**src/rtl/nrf_pkg.sv**
```systemverilog
package nrf_pkg;

  localparam int WORD_W = 16;
  localparam int OP_W   = 5;
  localparam int ARG_W  = WORD_W - OP_W;
  localparam int EV_W   = 8;
  localparam int WIN_W  = 3;

  // status word layout
  localparam int BUSY_BIT = 12;
  localparam int WIN_LSB  = WORD_W - WIN_W;
  localparam int PAD_W    = WIN_LSB - 1 - EV_W;

  // event positions that are generated inside the block
  localparam int EV_LATCH = 0;
  localparam int EV_REQ   = 6;

  typedef enum logic [OP_W-1:0] {
    OP_GLOBAL_RST = 5'd0,
    OP_WIN_SEL    = 5'd1,
    OP_RX_OFF     = 5'd3,
    OP_RX_ON      = 5'd4,
    OP_RX_RST     = 5'd5,
    OP_TX_ON      = 5'd9,
    OP_TX_OFF     = 5'd10,
    OP_TX_RST     = 5'd11,
    OP_RAISE      = 5'd12,
    OP_ACK        = 5'd13,
    OP_IMASK      = 5'd14,
    OP_RMASK      = 5'd15
  } op_e;

  typedef struct packed {
    logic glob_rst;
    logic win_sel;
    logic rx_off;
    logic rx_on;
    logic rx_rst;
    logic tx_on;
    logic tx_off;
    logic tx_rst;
    logic raise;
    logic ack;
    logic imask;
    logic rmask;
  } cmd_dec_t;

endpackage

```
**src/rtl/nrf_rst_sync.sv**
```systemverilog
module nrf_rst_sync #(
  parameter int STAGES = 2
) (
  input  logic clk_i,
  input  logic arst_ni,
  output logic rst_no
);

  logic [STAGES-1:0] sync_q;

  always_ff @(posedge clk_i or negedge arst_ni) begin
    if (!arst_ni) begin
      sync_q <= '0;
    end else begin
      sync_q <= {sync_q[STAGES-2:0], 1'b1};
    end
  end

  assign rst_no = sync_q[STAGES-1];

endmodule

```
**src/rtl/nrf_decode.sv**
```systemverilog
module nrf_decode
  import nrf_pkg::*;
(
  input  logic            accept_i,
  input  logic [OP_W-1:0] op_i,
  output cmd_dec_t        dec_o
);

  always_comb begin
    dec_o = '0;
    if (accept_i) begin
      case (op_i)
        OP_GLOBAL_RST: dec_o.glob_rst = 1'b1;
        OP_WIN_SEL:    dec_o.win_sel  = 1'b1;
        OP_RX_OFF:     dec_o.rx_off   = 1'b1;
        OP_RX_ON:      dec_o.rx_on    = 1'b1;
        OP_RX_RST:     dec_o.rx_rst   = 1'b1;
        OP_TX_ON:      dec_o.tx_on    = 1'b1;
        OP_TX_OFF:     dec_o.tx_off   = 1'b1;
        OP_TX_RST:     dec_o.tx_rst   = 1'b1;
        OP_RAISE:      dec_o.raise    = 1'b1;
        OP_ACK:        dec_o.ack      = 1'b1;
        OP_IMASK:      dec_o.imask    = 1'b1;
        OP_RMASK:      dec_o.rmask    = 1'b1;
        default:       dec_o          = '0;
      endcase
    end
  end

endmodule

```
**src/rtl/nrf_busy_timer.sv**
```systemverilog
module nrf_busy_timer #(
  parameter int LONG_CYC  = 32,
  parameter int SHORT_CYC = 6,
  localparam int MAX_CYC  = (LONG_CYC > SHORT_CYC) ? LONG_CYC : SHORT_CYC,
  localparam int CNT_W    = $clog2(MAX_CYC + 1)
) (
  input  logic clk_i,
  input  logic rst_ni,
  input  logic start_long_i,
  input  logic start_short_i,
  output logic busy_o
);

  logic [CNT_W-1:0] cnt_q, cnt_d;
  logic             cnt_en;

  always_comb begin
    cnt_en = 1'b1;
    cnt_d  = cnt_q;
    if (start_long_i) begin
      cnt_d = CNT_W'(LONG_CYC);
    end else if (start_short_i) begin
      cnt_d = CNT_W'(SHORT_CYC);
    end else if (cnt_q != '0) begin
      cnt_d = cnt_q - 1'b1;
    end else begin
      cnt_en = 1'b0;
    end
  end

  always_ff @(posedge clk_i or negedge rst_ni) begin
    if (!rst_ni) begin
      cnt_q <= '0;
    end else if (cnt_en) begin
      cnt_q <= cnt_d;
    end
  end

  assign busy_o = (cnt_q != '0);

endmodule

```
**src/rtl/nrf_event_bank.sv**
```systemverilog
module nrf_event_bank
  import nrf_pkg::*;
(
  input  logic            clk_i,
  input  logic            rst_ni,
  input  logic            clr_all_i,
  input  logic [EV_W-1:0] hw_evt_i,
  input  logic            raise_i,
  input  logic            ack_i,
  input  logic [EV_W-1:0] ack_bits_i,
  input  logic [EV_W-1:0] imask_i,
  output logic [EV_W-1:0] lat_o,
  output logic            irq_o
);

  logic [EV_W-1:0] lat_q, lat_d;
  logic            cond, cond_q, cond_d;
  logic            unused_evt;

  // mask bit 0 never contributes, so the latch cannot hold itself up
  assign cond   = |(lat_q[EV_W-1:1] & imask_i[EV_W-1:1]);
  assign cond_d = clr_all_i ? 1'b0 : cond;

  assign unused_evt = ^{hw_evt_i[EV_LATCH], hw_evt_i[EV_REQ]};

  for (genvar i = 0; i < EV_W; i++) begin : g_ev
    logic set_b;
    logic clr_b;
    if (i == EV_LATCH) begin : g_latch
      assign set_b = cond & ~cond_q;
    end else if (i == EV_REQ) begin : g_req
      assign set_b = raise_i;
    end else begin : g_hw
      assign set_b = hw_evt_i[i];
    end
    assign clr_b    = ack_i & ack_bits_i[i];
    assign lat_d[i] = clr_all_i ? 1'b0 :
                      set_b     ? 1'b1 :
                      clr_b     ? 1'b0 : lat_q[i];
  end

  always_ff @(posedge clk_i or negedge rst_ni) begin
    if (!rst_ni) begin
      lat_q  <= '0;
      cond_q <= 1'b0;
    end else begin
      lat_q  <= lat_d;
      cond_q <= cond_d;
    end
  end

  assign lat_o = lat_q;
  assign irq_o = cond;

endmodule

```
**src/rtl/nic_ctl_regfile.sv**
```systemverilog
module nic_ctl_regfile
  import nrf_pkg::*;
#(
  parameter int GRST_CYCLES = 32,
  parameter int PRST_CYCLES = 6
) (
  input  logic              clk_i,
  input  logic              arst_ni,
  input  logic              cmd_wr_i,
  input  logic [WORD_W-1:0] cmd_data_i,
  input  logic [EV_W-1:0]   hw_evt_i,
  output logic [WORD_W-1:0] status_o,
  output logic [WIN_W-1:0]  window_o,
  output logic              irq_o,
  output logic              rx_en_o,
  output logic              tx_en_o,
  output logic              rx_rst_o,
  output logic              tx_rst_o,
  output logic              glob_rst_o
);

  logic             rst_n;
  logic             busy;
  logic             accept;
  logic [OP_W-1:0]  op;
  logic [ARG_W-1:0] arg;
  cmd_dec_t         dec;
  logic             unused_arg;

  nrf_rst_sync #(.STAGES(2)) u_rst (
    .clk_i   (clk_i),
    .arst_ni (arst_ni),
    .rst_no  (rst_n)
  );

  assign op         = cmd_data_i[WORD_W-1 -: OP_W];
  assign arg        = cmd_data_i[ARG_W-1:0];
  assign accept     = cmd_wr_i & ~busy;
  assign unused_arg = ^arg[ARG_W-1:EV_W];

  nrf_decode u_dec (
    .accept_i (accept),
    .op_i     (op),
    .dec_o    (dec)
  );

  nrf_busy_timer #(
    .LONG_CYC  (GRST_CYCLES),
    .SHORT_CYC (PRST_CYCLES)
  ) u_busy (
    .clk_i         (clk_i),
    .rst_ni        (rst_n),
    .start_long_i  (dec.glob_rst),
    .start_short_i (dec.rx_rst | dec.tx_rst),
    .busy_o        (busy)
  );

  logic [WIN_W-1:0] window_q, window_d;
  logic [EV_W-1:0]  imask_q, imask_d;
  logic [EV_W-1:0]  rmask_q, rmask_d;
  logic             rx_en_q, rx_en_d;
  logic             tx_en_q, tx_en_d;
  logic             rx_p_q, tx_p_q, g_p_q;
  logic [EV_W-1:0]  lat_q;

  nrf_event_bank u_ev (
    .clk_i      (clk_i),
    .rst_ni     (rst_n),
    .clr_all_i  (dec.glob_rst),
    .hw_evt_i   (hw_evt_i),
    .raise_i    (dec.raise),
    .ack_i      (dec.ack),
    .ack_bits_i (arg[EV_W-1:0]),
    .imask_i    (imask_q),
    .lat_o      (lat_q),
    .irq_o      (irq_o)
  );

  // next state of the command-controlled registers
  always_comb begin
    window_d = window_q;
    imask_d  = imask_q;
    rmask_d  = rmask_q;
    rx_en_d  = rx_en_q;
    tx_en_d  = tx_en_q;
    if (dec.glob_rst) begin
      window_d = '0;
      imask_d  = '0;
      rmask_d  = '0;
      rx_en_d  = 1'b0;
      tx_en_d  = 1'b0;
    end else begin
      if (dec.win_sel) window_d = arg[WIN_W-1:0];
      if (dec.imask)   imask_d  = arg[EV_W-1:0];
      if (dec.rmask)   rmask_d  = arg[EV_W-1:0];
      if (dec.rx_on)   rx_en_d  = 1'b1;
      if (dec.rx_off || dec.rx_rst) rx_en_d = 1'b0;
      if (dec.tx_on)   tx_en_d  = 1'b1;
      if (dec.tx_off || dec.tx_rst) tx_en_d = 1'b0;
    end
  end

  always_ff @(posedge clk_i or negedge rst_n) begin
    if (!rst_n) begin
      window_q <= '0;
      imask_q  <= '0;
      rmask_q  <= '0;
      rx_en_q  <= 1'b0;
      tx_en_q  <= 1'b0;
    end else if (accept) begin
      window_q <= window_d;
      imask_q  <= imask_d;
      rmask_q  <= rmask_d;
      rx_en_q  <= rx_en_d;
      tx_en_q  <= tx_en_d;
    end
  end

  always_ff @(posedge clk_i or negedge rst_n) begin
    if (!rst_n) begin
      rx_p_q <= 1'b0;
      tx_p_q <= 1'b0;
      g_p_q  <= 1'b0;
    end else begin
      rx_p_q <= dec.rx_rst;
      tx_p_q <= dec.tx_rst;
      g_p_q  <= dec.glob_rst;
    end
  end

  assign status_o   = {window_q, busy, {PAD_W{1'b0}}, lat_q & rmask_q};
  assign window_o   = window_q;
  assign rx_en_o    = rx_en_q;
  assign tx_en_o    = tx_en_q;
  assign rx_rst_o   = rx_p_q;
  assign tx_rst_o   = tx_p_q;
  assign glob_rst_o = g_p_q;

endmodule

```
**config.mk**
```make
export PLATFORM = sky130hd
export DESIGN_NAME = nic_ctl_regfile
export DESIGN_NICKNAME = d
export VERILOG_FILES = /design/src/rtl/nrf_pkg.sv /design/src/rtl/nrf_rst_sync.sv /design/src/rtl/nrf_decode.sv /design/src/rtl/nrf_busy_timer.sv /design/src/rtl/nrf_event_bank.sv /design/src/rtl/nic_ctl_regfile.sv
export SDC_FILE = /design/constraint.sdc
export NUM_CORES = 1
export LEC_CHECK = 0
export CAP_MARGIN = 40
export CORE_AREA = 5 5 79 63
export CTS_BUF_LIST = sky130_fd_sc_hd__clkbuf_4 sky130_fd_sc_hd__clkbuf_8 sky130_fd_sc_hd__clkbuf_16
export CTS_CLUSTER_DIAMETER = 40
export DETAILED_ROUTE_END_ITERATION = 6
export DIE_AREA = 0 0 84 68
export GPL_ROUTABILITY_DRIVEN = 0
export PLACE_DENSITY = 0.81
export SYNTH_ARGS = -nofsm -noshare
export SYNTH_HDL_FRONTEND = slang
export SYNTH_HIERARCHICAL = 1
export SYNTH_SLANG_ARGS = --single-unit
```
**constraint.sdc**
```tcl
create_clock -name clk_i -period 3.32 [get_ports clk_i]
set_clock_uncertainty 0.2 [all_clocks]
set_input_delay 0.498 -clock clk_i [delete_from_list [all_inputs] [get_ports clk_i]]
set_output_delay 0.498 -clock clk_i [all_outputs]
set_load 0.01 [all_outputs]
```
==> flow_summary.toml <==
[routing]
drt-pass1-iter-count = 4
drt_iter0_drc = 73
via_per_inst = 5.115
wl_per_cell_um = 15.04
vias = 1509
remaining_drc_errors = 0
ant_nets = 0
wl_um = 4437

[placement]
post-dp-hpwl_um = 3387
place_ws_ps = 226.5
port_buffers = 42

[finish]
final_cell_mix = "clkdlybuf4s50_1, dfrtp_1, nor2_1"
drive_gt1_frac = 0.1639
syn2layout_area_growth_pct = 30.62
nets = 266
final_common_cell = "clkdlybuf4s50_1"
antennaDiodeCount = 0
final_core_util = 0.6208

[floorplan]
core_area_um2 = 4204
io_pins = 52
num_rows = 21
dieArea_um2 = 5712
start_util = 0.4753
die_x_um = 84
die_h_um = 68

[critical_path]
crit_required_ps = 3300
r2r-end = "rmask_q[4]$_DFFE_PN0P_"
reg2regPathDepth = 11
setup.worst_path.class = "flip-flop to flip-flop"
crit_start = "u_busy/cnt_q[0]$_DFFE_PN0P_"
arrival_ps = 3080
end_kind = "flip-flop"
cp_max_fo = 8
cp-start-kind = "flip-flop"
r2r_start = "u_busy/cnt_q[0]$_DFFE_PN0P_"
endpoint = "rmask_q[4]$_DFFE_PN0P_"
reg2reg_setup_slack_ps = 220

[sta]
finalSetupTns_ps = 0
hold_viol = 0
fmax_mhz = 323.0
rsz0062_at_grt = "no"
finalWorstSetupSlack_ps = 224.1
fin_crit_sh = 0.9325
drv_slew = 0
setup_viol = 0
holdWs_ps = 58.67
period_minus_slack_ps = 3096

[grt]
grt_max_degree = 19
gr-total-overflow = 0
track_usage = 0.1661
antenna_found_initial = 0
grt_pass1_wl_um = 7334
grt_pass1_vias = 1512

[synth]
syn_inst = 190
syn_area_um2 = 1998
syn_area_per_cell_um2 = 10.52
yosysWarningCount = 6

[clock_network]
cts_hold_buf = 1
cts_setup_buffers = 0
h-tree-depth = 2
tritoncts = "built"
cts-buffers-inserted = 5
clk_path_buf_depth = 2
clkTransAtPathRegs_ps = 90
clkLatencyLatePin_ps = 300
cts-root-buf = "clkbuf_8"
cts.sinks = 40
ctsResizeCount = 0

[min_path]
hold_class = "flip-flop to asynchronous set/reset pin"

[status]
status = "complete, no violations"

[power]
p_total_mw = 1.285
p_leak_nw = 1.163
irDropWorstVdd_mv = 0.3370
cellPowerDensity_nw_per_um2 = 492.4

[run]
maxCapViolations = 0
worst min path at each step:
stage | start | end | slack, ps
2_1_floorplan | arst_ni | u_rst/sync_q[0]$_DFF_PN0_ | 2
3_3_place_gp | u_rst/sync_q[0]$_DFF_PN0_ | u_rst/sync_q[1]$_DFF_PN0_ | 140
3_5_place_dp | u_rst/sync_q[1]$_DFF_PN0_ | u_busy/cnt_q[5]$_DFFE_PN0P_ | -40
4_1_cts | u_rst/sync_q[1]$_DFF_PN0_ | imask_q[2]$_DFFE_PN0P_ | 80
5_1_grt | u_rst/sync_q[1]$_DFF_PN0_ | imask_q[2]$_DFFE_PN0P_ | 80
6_report | u_rst/sync_q[1]$_DFF_PN0_ | imask_q[2]$_DFFE_PN0P_ | 60
flip-flops by register name, indices dropped and copies added, names as in the netlist:
signal / cells
u_ev/cond_q: 1
u_rst/sync_q: 2
glob_rst_o: 1
rx_en_o: 1
imask_q: 7
tx_rst_o: 1
u_ev/lat_o: 8
window_o: 3
u_busy/cnt_q: 6
rx_rst_o: 1
tx_en_o: 1
rmask_q: 8
report_power, final:
part / internal (mW) / total (mW) / switching [mW]
clock network: 0.222 / 0.399 / 0.176
logic: 0.151 / 0.292 / 0.141
registers: 0.537 / 0.594 / 0.0566
worst max-delay path, stage by stage, from the launching register on:
cell and delay, ps:
dfrtp_1 450, inv_1 130, ha_1 200, nor2b_1 180, nand2_1 100, nand2b_1 180
clkinv_1 60, or4b_4 470, nor3_2 280, nor2_1 180, nor2_8 210, mux2_2 360
per-stage QoR:
stage / std cells / area (µm²)
finish: 295 / 2610
global route: 295 / 2610
floorplan: 193 / 2009
CTS: 295 / 2610
detailed placement: 286 / 2489
global placement: 285 / 2461
metal layers:
layer / share of wire / wire [µm] / up-vias / track usage
met5: 0 / 0 / - / 0
met4: 0.012 / 52 / 0 / 0.05823
met3: 0.038 / 168 / 6 / 0.03851
met2: 0.50 / 2224 / 31 / 0.2887
met1: 0.45 / 1991 / 726 / 0.2074
li1: - / - / 746 / -
cell type report:
class | count | area [µm²]
clock buffer | 5 | 68.82
multi-input combinational | 133 | 893.4
inverter | 6 | 22.52
sequential | 40 | 1001
fill | 341 | 1594
clock inverter | 3 | 42.54
tap | 57 | 71.32
timing repair buffer | 51 | 510.5
Power figures use the tool's default switching activity.
